**config.mk**
```make
export PLATFORM = sky130hd
export DESIGN_NAME = bat_xlate
export DESIGN_NICKNAME = d
export VERILOG_FILES = /design/src/rtl/bat_pkg.sv /design/src/rtl/bat_entry_regs.sv /design/src/rtl/bat_match.sv /design/src/rtl/bat_pick.sv /design/src/rtl/bat_xlate.sv
export SDC_FILE = /design/constraint.sdc
export NUM_CORES = 1
export LEC_CHECK = 0
export ABC_CLOCK_PERIOD_IN_PS = 3860
export BUFFER_PORTS_ARGS = -buffer_cell sky130_fd_sc_hd__buf_2
export CORE_MARGIN = 2
export CORE_UTILIZATION = 55
export CTS_BUF_LIST = sky130_fd_sc_hd__clkbuf_8
export CTS_CLUSTER_SIZE = 14
export DETAILED_ROUTE_END_ITERATION = 6
export GPL_TIMING_DRIVEN = 0
export PLACE_DENSITY = 0.76
export RECOVER_POWER = 50
export SYNTH_ARGS = -nofsm -noshare
export SYNTH_HDL_FRONTEND = slang
export SYNTH_HIERARCHICAL = 1
export SYNTH_SLANG_ARGS = --single-unit
```
**constraint.sdc**
```tcl
create_clock -name clk -period 3.86 [get_ports clk]
set_clock_uncertainty 0.1 [all_clocks]
set_input_delay 0.965 -clock clk [delete_from_list [all_inputs] [get_ports clk]]
set_output_delay 0.965 -clock clk [all_outputs]
set_load 0.05 [all_outputs]
```
**src/rtl/bat_pkg.sv**
```systemverilog
package bat_pkg;
    parameter int unsigned AW      = 32;
    parameter int unsigned BLK_LSB = 17;
    parameter int unsigned MASK_W  = 11;
    parameter int unsigned PROT_W  = 2;

    localparam int unsigned TOP_LSB = BLK_LSB + MASK_W;
    localparam int unsigned BASE_W  = AW - BLK_LSB;
    localparam int unsigned MASK_LO = 2;

    typedef logic [PROT_W-1:0] prot_t;
    typedef logic [AW-1:0]     addr_t;

    typedef struct packed {
        logic [BASE_W-1:0] eff_base;
        logic [MASK_W-1:0] mask;
        logic              sup_ok;
        logic              usr_ok;
    } ent_hi_t;

    typedef struct packed {
        logic [BASE_W-1:0] phys_base;
        prot_t             prot;
    } ent_lo_t;
endpackage

```
**src/rtl/bat_entry_regs.sv**
```systemverilog
module bat_entry_regs
    import bat_pkg::*;
#(
    parameter int unsigned N_ENT = 4,
    localparam int unsigned IDX_W = (N_ENT > 1) ? $clog2(N_ENT) : 1
) (
    input  logic                    clk,
    input  logic                    rst_n,
    input  logic                    wr_en,
    input  logic [IDX_W-1:0]        wr_idx,
    input  logic                    wr_hi,
    input  addr_t                   wr_data,
    output ent_hi_t [N_ENT-1:0]     hi_o,
    output ent_lo_t [N_ENT-1:0]     lo_o
);
    typedef struct packed {
        ent_hi_t [N_ENT-1:0] hi;
        ent_lo_t [N_ENT-1:0] lo;
    } store_t;

    store_t  st_d, st_q;
    ent_hi_t hi_word;
    ent_lo_t lo_word;
    logic    unused_bits;

    // Field slicing of the incoming word; unused holes are dropped here.
    assign hi_word.eff_base  = wr_data[AW-1:BLK_LSB];
    assign hi_word.mask      = wr_data[MASK_LO+MASK_W-1:MASK_LO];
    assign hi_word.sup_ok    = wr_data[1];
    assign hi_word.usr_ok    = wr_data[0];
    assign lo_word.phys_base = wr_data[AW-1:BLK_LSB];
    assign lo_word.prot      = wr_data[PROT_W-1:0];
    assign unused_bits       = ^wr_data[BLK_LSB-1:MASK_LO+MASK_W];

    always_comb begin
        st_d = st_q;
        for (int i = 0; i < N_ENT; i++) begin
            if (wr_en && (wr_idx == IDX_W'(i))) begin
                if (wr_hi) st_d.hi[i] = hi_word;
                else       st_d.lo[i] = lo_word;
            end
        end
    end

    always_ff @(posedge clk or negedge rst_n) begin
        if (!rst_n) st_q <= '0;
        else        st_q <= st_d;
    end

    assign hi_o = st_q.hi;
    assign lo_o = st_q.lo;

    // descriptors never change without a write strobe
    a_r1_hold_without_write: assert property (@(posedge clk) disable iff (!rst_n)
        !wr_en |=> $stable(st_q));

    generate
        for (genvar g = 0; g < N_ENT; g++) begin : g_chk
            // a write to another descriptor leaves this one alone
            a_r1_other_untouched: assert property (@(posedge clk) disable iff (!rst_n)
                (wr_en && wr_idx != IDX_W'(g)) |=> $stable(st_q.hi[g]) && $stable(st_q.lo[g]));
            // loading one word keeps the other word
            a_r1_word_split: assert property (@(posedge clk) disable iff (!rst_n)
                (wr_en && wr_hi) |=> $stable(st_q.lo[g]));
        end
    endgenerate
endmodule

```
**src/rtl/bat_match.sv**
```systemverilog
module bat_match
    import bat_pkg::*;
(
    input  addr_t   ea,
    input  logic    user,
    input  ent_hi_t hi,
    input  ent_lo_t lo,
    output logic    hit,
    output addr_t   pa
);
    logic              top_eq;
    logic              mid_eq;
    logic              priv_ok;
    logic [MASK_W-1:0] mid_diff;
    logic [MASK_W-1:0] mid_pa;

    always_comb begin
        top_eq   = (ea[AW-1:TOP_LSB] == hi.eff_base[BASE_W-1:MASK_W]);
        mid_diff = (ea[TOP_LSB-1:BLK_LSB] ^ hi.eff_base[MASK_W-1:0]) & ~hi.mask;
        mid_eq   = (mid_diff == '0);
        priv_ok  = user ? hi.usr_ok : hi.sup_ok;
        hit      = top_eq && mid_eq && priv_ok;
        mid_pa   = (lo.phys_base[MASK_W-1:0] & ~hi.mask) |
                   (ea[TOP_LSB-1:BLK_LSB] & hi.mask);
        pa       = {lo.phys_base[BASE_W-1:MASK_W], mid_pa, ea[BLK_LSB-1:0]};
    end
endmodule

```
**src/rtl/bat_pick.sv**
```systemverilog
module bat_pick
    import bat_pkg::*;
#(
    parameter int unsigned N_ENT = 4,
    localparam int unsigned IDX_W = (N_ENT > 1) ? $clog2(N_ENT) : 1
) (
    input  logic [N_ENT-1:0]   hits,
    input  addr_t [N_ENT-1:0]  pas,
    input  ent_lo_t [N_ENT-1:0] los,
    output logic               bat_hit,
    output logic [IDX_W-1:0]   idx,
    output logic [N_ENT-1:0]   grant,
    output addr_t              pa,
    output prot_t              prot
);
    always_comb begin
        idx = '0;
        for (int i = N_ENT - 1; i >= 0; i--) begin
            if (hits[i]) idx = IDX_W'(i);
        end
        bat_hit = |hits;
        grant   = hits & (~hits + N_ENT'(1));
        pa      = '0;
        prot    = '0;
        if (bat_hit) begin
            pa   = pas[idx];
            prot = los[idx].prot;
        end
    end
endmodule

```
**src/rtl/bat_xlate.sv**
```systemverilog
module bat_xlate
    import bat_pkg::*;
#(
    parameter int unsigned N_ENT = 4,
    localparam int unsigned IDX_W = (N_ENT > 1) ? $clog2(N_ENT) : 1
) (
    input  logic              clk,
    input  logic              rst_n,
    input  logic              wr_en,
    input  logic [IDX_W-1:0]  wr_idx,
    input  logic              wr_hi,
    input  logic [31:0]       wr_data,
    input  logic              lk_valid,
    input  logic [31:0]       lk_ea,
    input  logic              lk_user,
    input  logic              tlb_hit,
    input  logic [31:0]       tlb_pa,
    output logic              out_valid,
    output logic              out_hit,
    output logic              out_bat_hit,
    output logic [IDX_W-1:0]  out_entry,
    output logic [31:0]       out_pa,
    output logic [1:0]        out_prot
);
    typedef struct packed {
        logic             valid;
        logic             hit;
        logic             bat_hit;
        logic [IDX_W-1:0] entry;
        addr_t            pa;
        prot_t            prot;
    } rsp_t;

    ent_hi_t [N_ENT-1:0] ent_hi;
    ent_lo_t [N_ENT-1:0] ent_lo;
    logic    [N_ENT-1:0] ent_hit;
    addr_t   [N_ENT-1:0] ent_pa;
    logic                sel_hit;
    logic [IDX_W-1:0]    sel_idx;
    logic [N_ENT-1:0]    sel_grant;
    addr_t               sel_pa;
    prot_t               sel_prot;
    rsp_t                rsp_d, rsp_q;

    bat_entry_regs #(.N_ENT(N_ENT)) u_regs (
        .clk     (clk),
        .rst_n   (rst_n),
        .wr_en   (wr_en),
        .wr_idx  (wr_idx),
        .wr_hi   (wr_hi),
        .wr_data (wr_data),
        .hi_o    (ent_hi),
        .lo_o    (ent_lo)
    );

    generate
        for (genvar g = 0; g < N_ENT; g++) begin : g_cmp
            bat_match u_match (
                .ea   (lk_ea),
                .user (lk_user),
                .hi   (ent_hi[g]),
                .lo   (ent_lo[g]),
                .hit  (ent_hit[g]),
                .pa   (ent_pa[g])
            );
        end
    endgenerate

    bat_pick #(.N_ENT(N_ENT)) u_pick (
        .hits    (ent_hit),
        .pas     (ent_pa),
        .los     (ent_lo),
        .bat_hit (sel_hit),
        .idx     (sel_idx),
        .grant   (sel_grant),
        .pa      (sel_pa),
        .prot    (sel_prot)
    );

    // the chosen index is the single lowest requester
    a_r5_lowest_wins: assert property (@(posedge clk) disable iff (!rst_n)
        sel_hit |-> (sel_grant == (N_ENT'(1) << sel_idx)) && $onehot0(sel_grant));

    always_comb begin
        rsp_d = '0;
        if (lk_valid) begin
            rsp_d.valid   = 1'b1;
            rsp_d.bat_hit = sel_hit;
            rsp_d.hit     = sel_hit || tlb_hit;
            if (sel_hit) begin
                rsp_d.entry = sel_idx;
                rsp_d.pa    = sel_pa;
                rsp_d.prot  = sel_prot;
            end else if (tlb_hit) begin
                rsp_d.pa    = tlb_pa;
            end
        end
    end

    always_ff @(posedge clk or negedge rst_n) begin
        if (!rst_n) rsp_q <= '0;
        else        rsp_q <= rsp_d;
    end

    assign out_valid   = rsp_q.valid;
    assign out_hit     = rsp_q.hit;
    assign out_bat_hit = rsp_q.bat_hit;
    assign out_entry   = rsp_q.entry;
    assign out_pa      = rsp_q.pa;
    assign out_prot    = rsp_q.prot;

    // result valid exactly one clock after the strobe
    a_r8_one_cycle: assert property (@(posedge clk) disable iff (!rst_n)
        $past(rst_n) |-> (out_valid == $past(lk_valid)));
    // idle slot yields zero outputs
    a_r8_idle_zero: assert property (@(posedge clk) disable iff (!rst_n)
        !out_valid |-> !out_hit && !out_bat_hit && out_pa == '0 && out_prot == '0);
    // a block hit is always a hit
    a_r6_bat_implies_hit: assert property (@(posedge clk) disable iff (!rst_n)
        out_bat_hit |-> out_hit && out_valid);
    // without a block hit the page result passes through
    a_r6_tlb_fallback: assert property (@(posedge clk) disable iff (!rst_n)
        ($past(rst_n) && out_valid && !out_bat_hit) |->
            out_hit == $past(tlb_hit) && out_prot == '0 && out_entry == '0);
    // page offset bits pass straight through on a block hit
    a_r3_offset_pass: assert property (@(posedge clk) disable iff (!rst_n)
        ($past(rst_n) && out_bat_hit) |-> out_pa[BLK_LSB-1:0] == $past(lk_ea[BLK_LSB-1:0]));
endmodule

```
Word level (Yosys, flattened, before mapping). Index checks and enable logic that the tools add are counted.

Flip-flop bits (word level): 219. Logic and storage cells: 107. Output and inout port bits: 39. Input bits: 105.

Bitwise operators: 25. Muxes and demuxes: 17. Equal/unequal tests: 7. Reductions and logical operators: 27. Order comparisons: 1.

Operators by type and width (number): 11-bit bitwise AND (12); 32-bit two-way mux (3); 32-bit binary-select mux with 2-bit select (1); 11-bit logical NOT (4); 11-bit NOT (4); 11-bit OR (4); 11-bit XOR (4); 39-bit two-way mux (1); 17-bit binary-select mux with 2-bit select (1); 4-bit == test (4); 2-bit AND reduction (8); 2-bit two-way mux (7); 1-bit logical AND (12); 2-bit == test (second input constant) (2); 1-bit two-way mux (4); 4-bit OR reduction (1); 2-bit by 3-bit less-than comparator with 1-bit output (second input constant) (1); 2-bit by 1-bit == test with 1-bit output (second input constant) (1); 2-bit logical NOT (1); 1-bit logical OR (1); 1-bit NOT (1).

Logic depth before layout (Yosys ltp). Gate-level depths: netlist (run 1).

Depth in word-level cells: 13. Depth in mapped cells: 10. Gate-level depth less buffers: 8.

Modules after synthesis. The synthesis (run 1) kept the hierarchy.

By module, submodules not included: bat_entry_regs (times used 1, seq. area each 4504.3 um2, cells an instance 389, area an instance 6821.5 um2); bat_match (times used 4, seq. area each 0.0 um2, cells an instance 57, area an instance 490.5 um2); bat_xlate (times used 1, seq. area each 975.9 um2, cells an instance 90, area an instance 1447.6 um2); bat_pick (times used 1, seq. area each 0.0 um2, cells an instance 132, area an instance 1342.5 um2).

Worst setup path after synthesis (run 1). OpenSTA, ideal clock, no wires.

Path kind: input to register. Start: input lk_ea[20]. End: register rsp_q, in the netlist out_pa[10]. Slack: 0.857 ns. Stages: 10. Required time: 3.638 ns. Data arrival time: 2.781 ns. Path buffers: 3. Library setup time: 0.122 ns. Cell sequence: xnor2_1 -> o22a_1 -> o221ai_1 -> nor4_2 -> buf_6 -> or4_1 -> and2_1 -> buf_6 -> buf_6 -> a32o_1.

RTL lines: start: declaration (RTL line bat_xlate.sv:14) `input logic [31:0] lk_ea,`; end signal: assignment (RTL line bat_xlate.sv:102) `else rsp_q <= rsp_d;`; end: declaration (RTL line bat_xlate.sv:43) `rsp_t rsp_d, rsp_q;`.

==> Flow_metrics.wiki, run 1 <==
{| class="wikitable"
! Metric !! Value
|-
| Count of buffers from port buffering || 117
|-
| Total number of clock tree sinks || 219
|-
| Standard-cell row count || 53
|-
| Cells after synthesis || 836
|-
| Area of the placeable core || 20800 µm²
|-
| Clock Tree Root || clkbuf_8
|-
| Net total in the final layout || 1100
|-
| Worst Tran Pin Value || 1.67 ns
|-
| Fin crit period || 3.05 ns
|-
| Latest clock arrival within the worst-skew pair || 0.53 ns
|-
| Growth of design area from synthesis to finish || 14.6%
|-
| Req. time, crit path || 4.18 ns
|-
| Die Area || 22200 µm²
|-
| Most used cells in the layout excluding fill and tap cells || dfrtp_1 (219), mux2_2 (214), buf_2 (123)
|-
| Biggest fanout along the worst timing path || 10
|-
| Hold_buf cts || 0
|-
| Hold Violations, Final || 0
|-
| Power per standard cell area || 477 nW/µm²
|-
| Maximum number of pins on one net before global-route repair || 81
|-
| Average instance area after synthesis || 13.8 µm²
|-
| Via-to-Cell Ratio || 5.76
|-
| Data arrival time of the critical path || 3.37 ns
|-
| Vias in the first global route || 7538
|-
| Netlist area before placement || 11500 µm²
|-
| Nets in the synthesized netlist || 941
|-
| Estimated wirelength of the detail-placed design || 18900 µm
|-
| Starting Density || 55.4%
|-
| Die width || 149 µm
|-
| Number of resized instances in the post-cts repair step || 0
|-
| Area of the multi-input gates || 4980 µm²
|-
| Placer's final routability congestion estimate || 0.841
|-
| Clock-pin transition on the worst setup and hold timing paths || 0.05 ns
|-
| Number of primary I/O pins || 144
|-
| Setup CP Type || in -> reg
|-
| CP Capture Type || flip-flop
|-
| Final-report max-slew violation count || 64
|-
| Run status || finished with violations
|-
| Total setup buffers inserted after CTS || 0
|-
| Fillcell total || 1657
|-
| Total global-route track usage || 25.5%
|-
| Remaining antenna violation count after routing || 0
|-
| Classification of the worst-slack hold path || reg -> reg
|-
| First-pass GRT wire length || 43000 µm
|-
| Number of DRC violations after detailed routing || 0
|-
| Worst Setup Start Kind || input port
|-
| Leak pwr || 5.70 nW
|-
| Minimum setup slack among reg-to-reg paths || 1.03 ns
|-
| Clock tree from TritonCTS || yes
|-
| Register area || 5480 µm²
|-
| H-tree depth || 2
|-
| Final setup violation count || 0
|-
| Total wire length after detailed routing || 27500 µm
|-
| Antenna violations before repair || 0
|-
| Worst-case clock buffer depth || 3
|-
| GRT overflow || 0
|-
| Chip height || 149 µm
|-
| Share of post-route cells with drive strength above 1 || 60.7%
|-
| Number of CTS-inserted buffers || 38
|-
| Routed via count || 7442
|-
| Synth warn || 6
|-
| Dpl cells || 1230
|-
| Relative slew slack || -11.1%
|-
| Most common cell after layout, fill and taps aside || dfrtp_1
|-
| Top achievable clock speed || 328 MHz
|-
| Detailed-router iteration count before antenna repair || 4
|-
| Non-filler cells in the finished layout || 1292
|-
| Count of routing violations after the opening detailed-route iteration || 302
|-
| Detailed-route wire length per cell || 21.3 µm
|-
| RSZ-0062 raised after global routing || no
|-
| Violations in the final reports || max-capacitance violations, max-slew violations
|-
| Period utilization || 79.1%
|-
| Reported max-cap violation count || 1
|-
| Worst IR Drop VDD || 0.341 mV
|-
| Share of the core filled with cells || 63.5%
|}
-- routing by layer --
metal,vias up,part of all wire [%],track usage [%]
li1,3353,-,-
met1,3823,43,34.6
met2,223,49,42.3
met3,43,6.2,4.25
met4,0,2.0,7.62
met5,-,0,0
-- through the flow --
step	power [mW]	hold slack, ns	setup TNS (ns)	worst slack (ns)	cell area (µm²)
after floorplan	3.95	0.370	0	0.861	11500
after global placement	4.28	0.377	-453.60	-2.09	12500
after detailed placement	4.34	0.384	0	0.286	12500
after CTS	6.36	0.286	0	0.846	13300
after global routing	6.61	0.408	0	0.667	13200
final	6.31	0.394	0	0.809	13200
-- worst max-delay path, cell delays in order --
cell and delay (ns):
buf_2 0.17, xnor2_1 0.19, o22ai_1 0.10, or3_1 0.45, nor4_2 0.32, buf_4 0.29, or4_1 0.25, nor2b_1 0.08
buf_6 0.13, buf_6 0.14, a32o_1 0.27
-- sequential cells by signal (all words and copies together), names as in the netlist --
register	count
u_regs/hi_o	112
out_pa	32
out_prot	2
u_regs/lo_o	68
out_valid	1
out_entry	2
out_bat_hit	1
out_hit	1
-- power breakdown --
part           total [mW]  internal (mW)  switching [mW]
sequential           3.01           2.73           0.280
combinational        1.29          0.760           0.527
clock                2.01           1.11           0.904
-- cell type report --
| type | count | share of cell area (%) |
|---|---|---|
| plain buffers | 136 | 8.02 |
| diodes | 1 | 0.0189 |
| clock inverters | 13 | 0.454 |
| clock buffers | 48 | 4.99 |
| multi-input cells | 480 | 37.6 |
| repair buffers | 119 | 4.83 |
| inverters | 1 | 0.0284 |
| well taps | 275 | 2.60 |
| flip-flops and latches | 219 | 41.4 |
-- final timing paths --
path                       cells past startpoint                        start                     endpoint
max                                           11                    lk_ea[17]         out_pa[29]$_DFF_PN0_
min                                            1  u_regs/hi_o[56]$_DFFE_PN0P_  u_regs/hi_o[56]$_DFFE_PN0P_
max reg2reg                                   10  u_regs/hi_o[83]$_DFFE_PN0P_         out_pa[29]$_DFF_PN0_
min reg2reg                                    1  u_regs/hi_o[56]$_DFFE_PN0P_  u_regs/hi_o[56]$_DFFE_PN0P_
max in group asynchronous                      3                        rst_n         out_pa[11]$_DFF_PN0_
min in group asynchronous                      1                        rst_n  u_regs/lo_o[30]$_DFFE_PN0P_
Note: power is estimated with default switching activity, not from simulation.
==> run 2: changes to the inputs <==
ABC_AREA = 1   (was default)
ABC_CLOCK_PERIOD_IN_PS = 3000   (was 3860)
PLACE_DENSITY = 0.75   (was 0.76)
clock period = 3 ns   (was 3.86 ns; I/O delays follow)
==> run 2 against run 1 <==
- the flow now finishes without violations
- flip-flop and latch count unchanged
- die area rose by 19%
- register-to-register slack worse by 0.82 ns
- clock-buffer cell count fell by 1
- cell area is 17% higher
- largest power group unchanged
- highest routed layer unchanged
==> Flow_metrics.wiki, run 2 <==
{| class="wikitable"
! Metric !! Value
|-
| Placer's final routability congestion estimate || 0.983 (+17%)
|-
| Starting Density || 56.4% (+0.92 points)
|-
| Total negative setup slack || 0 ns (unchanged)
|-
| Average instance area after synthesis || 6.86 µm² (-50%)
|-
| Final setup violation count || 0 (unchanged)
|-
| Hold worst-path end || out_valid$_DFF_PN0_
|-
| Total global-route track usage || 32.8% (+7.3 points)
|-
| Internal power || 5.63 mW (+22%)
|-
| Instance area after placement || 14800 µm² (+18%)
|-
| Leak pwr || 9.14 nW (+60%)
|-
| Netlist area before placement || 13800 µm² (+19%)
|-
| Non-filler cells in the finished layout || 2510 (+94%)
|-
| Remaining antenna violation count after routing || 0 (unchanged)
|-
| Nets in the synthesized netlist || 2114 (+120%)
|-
| Minimum setup slack among reg-to-reg paths || 0.21 ns (-0.82 ns)
|-
| Most used cells in the layout excluding fill and tap cells || nand2_1 (759), inv_1 (310), dfrtp_1 (219)
|-
| Worst-case clock buffer depth || 3 (unchanged)
|-
| Growth of design area from synthesis to finish || 12.6%
|-
| Number of primary I/O pins || 144 (unchanged)
|-
| Die Area || 26300 µm² (+19%)
|-
| Final-report max-slew violation count || 0 (-100%)
|-
| Total wire length after detailed routing || 43000 µm (+56%)
|-
| Portion of total power attributed to sequential cells || 44.1% (-3.6 points)
|-
| GRT overflow || 0 (unchanged)
|-
| Clock Tree Root || clkbuf_8
|-
| Via-to-Cell Ratio || 5.21 (-9.6%)
|-
| Top achievable clock speed || 357 MHz
|-
| Biggest fanout along the worst timing path || 10 (unchanged)
|-
| Post-route design area || 15500 µm² (+17%)
|-
| Estimated wirelength of the detail-placed design || 30700 µm (+62%)
|-
| Die width || 162 µm (+9.0%)
|-
| Switching share of total power || 33.5% (+6.4 points)
|-
| Total number of clock tree sinks || 219 (unchanged)
|-
| Routed via count || 13100 (+76%)
|-
| Worst Tran Pin Value || 1.09 ns (-0.577 ns)
|-
| Number of cells traversed by the worst hold path || 1 (unchanged)
|-
| Area of the placeable core || 24500 µm² (+17%)
|-
| Part of the total power dissipated in the clock network || 32.7% (+0.8 points)
|-
| Share of post-route cells with drive strength above 1 || 18.6% (-42 points)
|-
| Vias in the first global route || 12200 (+62%)
|-
| Run status || finished, final reports clean
|-
| Chip height || 162 µm (+9.0%)
|-
| Critical R2R Capture || out_pa[19]$_DFF_PN0_
|-
| Maximum number of pins on one net before global-route repair || 93 (+15%)
|-
| Synth warn || 6 (unchanged)
|-
| Cells after synthesis || 2009 (+140%)
|-
| CP Capture Type || flip-flop
|-
| Most common cell after layout, fill and taps aside || nand2_1
|-
| Worst IR Drop VDD || 0.366 mV (+7.6%)
|-
| Antenna violations before repair || 0 (unchanged)
|-
| Period utilization || 93.3%
|-
| Standard-cell row count || 57 (+7.5%)
|-
| Detailed-route wire length per cell || 17.1 µm (-20%)
|-
| Setup CP Type || in -> reg
|-
| Worst Setup Start Kind || input port
|-
| Dpl cells || 2437 (+98%)
|-
| Count of routing violations after the opening detailed-route iteration || 1215 (+300%)
|-
| Classification of the worst-slack hold path || in -> reg
|-
| Antenna diode instance count || 0 (-1)
|-
| Number of cell instances on the worst register-to-register path || 18 (+8)
|-
| Relative slew slack || 27.4% (+38 points)
|-
| Max reg flops || 112 (unchanged)
|-
| RSZ-0062 raised after global routing || no
|-
| Hold_sp || lk_valid
|-
| Number of DRC violations after detailed routing || 0 (unchanged)
|-
| Power per standard cell area || 546 nW/µm² (+14%)
|-
| First-pass GRT wire length || 66200 µm (+54%)
|-
| H-tree depth || 2 (unchanged)
|-
| Fin crit period || 2.80 ns
|-
| Clock-pin transition on the worst setup and hold timing paths || 0.05 ns (about the same)
|-
| Req. time, crit path || 3.32 ns (-0.86 ns)
|-
| Detailed-router iteration count before antenna repair || 5 (+1)
|-
| Reported max-cap violation count || 0 (-1)
|-
| Fraction of power consumed by combinational cells || 23.3% (+2.9 points)
|-
| P_sw || 2.84 mW (+66%)
|-
| Data arrival time of the critical path || 3.12 ns (-0.25 ns)
|-
| Latest clock arrival within the worst-skew pair || 0.55 ns (+0.02 ns)
|-
| Count of buffers from port buffering || 102 (-13%)
|-
| Startpoint of the worst register-to-register path || u_regs/hi_o[99]$_DFFE_PN0P_
|-
| Number of CTS-inserted buffers || 39 (+2.6%)
|-
| Net total in the final layout || 2263 (+110%)
|-
| Hold Violations, Final || 0 (unchanged)
|-
| Clock tree from TritonCTS || yes
|}
-- run 2: metal layers --
layer	global-route usage [%]	part of all wire (%)	up-vias
met3	7.87	10	130
met4	17.2	5.6	0
li1	-	-	6392
met5	0	0	-
met2	51.5	44	619
met1	42.4	40	5925
-- run 2: timing repair --
| item | 4_1_cts | 5_1_grt |
|---|---|---|
| resized for setup | 0 | 1 |
| buffers inserted | 0 | 3 |
| hold buffers | 1 | 0 |
| setup endpoints to repair | 0 | 28 |
| endpoints found under the hold margin | 43 | 0 |
-- run 2: how the worst max path moves through the flow --
stage / cells after the start / slack, ns / to / startpoint
detailed placement: 17 / -0.40 / out_pa[19]$_DFF_PN0_ / lk_ea[18]
floorplan: 18 / 0.45 / out_pa[19]$_DFF_PN0_ / lk_ea[24]
global placement: 1 / -2.80 / u_regs/hi_o[75]$_DFFE_PN0P_ / rst_n
finish: 19 / 0.20 / out_pa[19]$_DFF_PN0_ / lk_ea[19]
global route: 18 / 0.03 / out_pa[31]$_DFF_PN0_ / u_regs/hi_o[99]$_DFFE_PN0P_
CTS: 17 / 0.13 / out_pa[19]$_DFF_PN0_ / u_regs/hi_o[87]$_DFFE_PN0P_
-- run 2: through the flow --
stage	total power [mW]	setup slack (ns)	utilization, %	hold WS [ns]
5_1_grt	8.95	0.0339	63.5	0.321
2_1_floorplan	5.05	0.449	-	0.342
3_3_place_gp	5.62	-2.80	60.1	0.353
6_report	8.47	0.202	63.5	0.325
3_5_place_dp	5.71	-0.404	60.4	0.358
4_1_cts	8.50	0.133	63.6	0.274
-- run 2: power groups by stage --
stage                     clock network [mW]  registers [mW]  logic [mW]
after floorplan                            0            3.76        1.28
after global routing                    2.95            3.79        2.21
after detailed placement                   0            3.77        1.93
final                                   2.77            3.73        1.97
after CTS                               2.83            3.73        1.94
after global placement                     0            3.75        1.87
-- run 2: area by class of cell --
class	instances	area, µm²
Buffer	200	1240
Timing Repair Buffer	108	597
Fill cell	2268	8940
Sequential cell	219	5480
Tap cell	324	405
Inverter	308	1160
Clock buffer	47	647
Clock inverter	22	124
Multi-Input combinational cell	1282	5870
-- run 2: worst max-delay path, cell delays in order --
cell	delay, ns
buf_2	0.17
inv_1	0.07
nand2_1	0.06
nand3_1	0.23
nand2_1	0.15
nor2_1	0.08
nand2_1	0.07
nor2_1	0.10
nor2_2	0.26
inv_1	0.11
nor2_4	0.21
buf_6	0.20
inv_1	0.05
buf_4	0.16
nand2_4	0.12
inv_4	0.06
buf_6	0.14
nand2_1	0.06
nand2_1	0.05
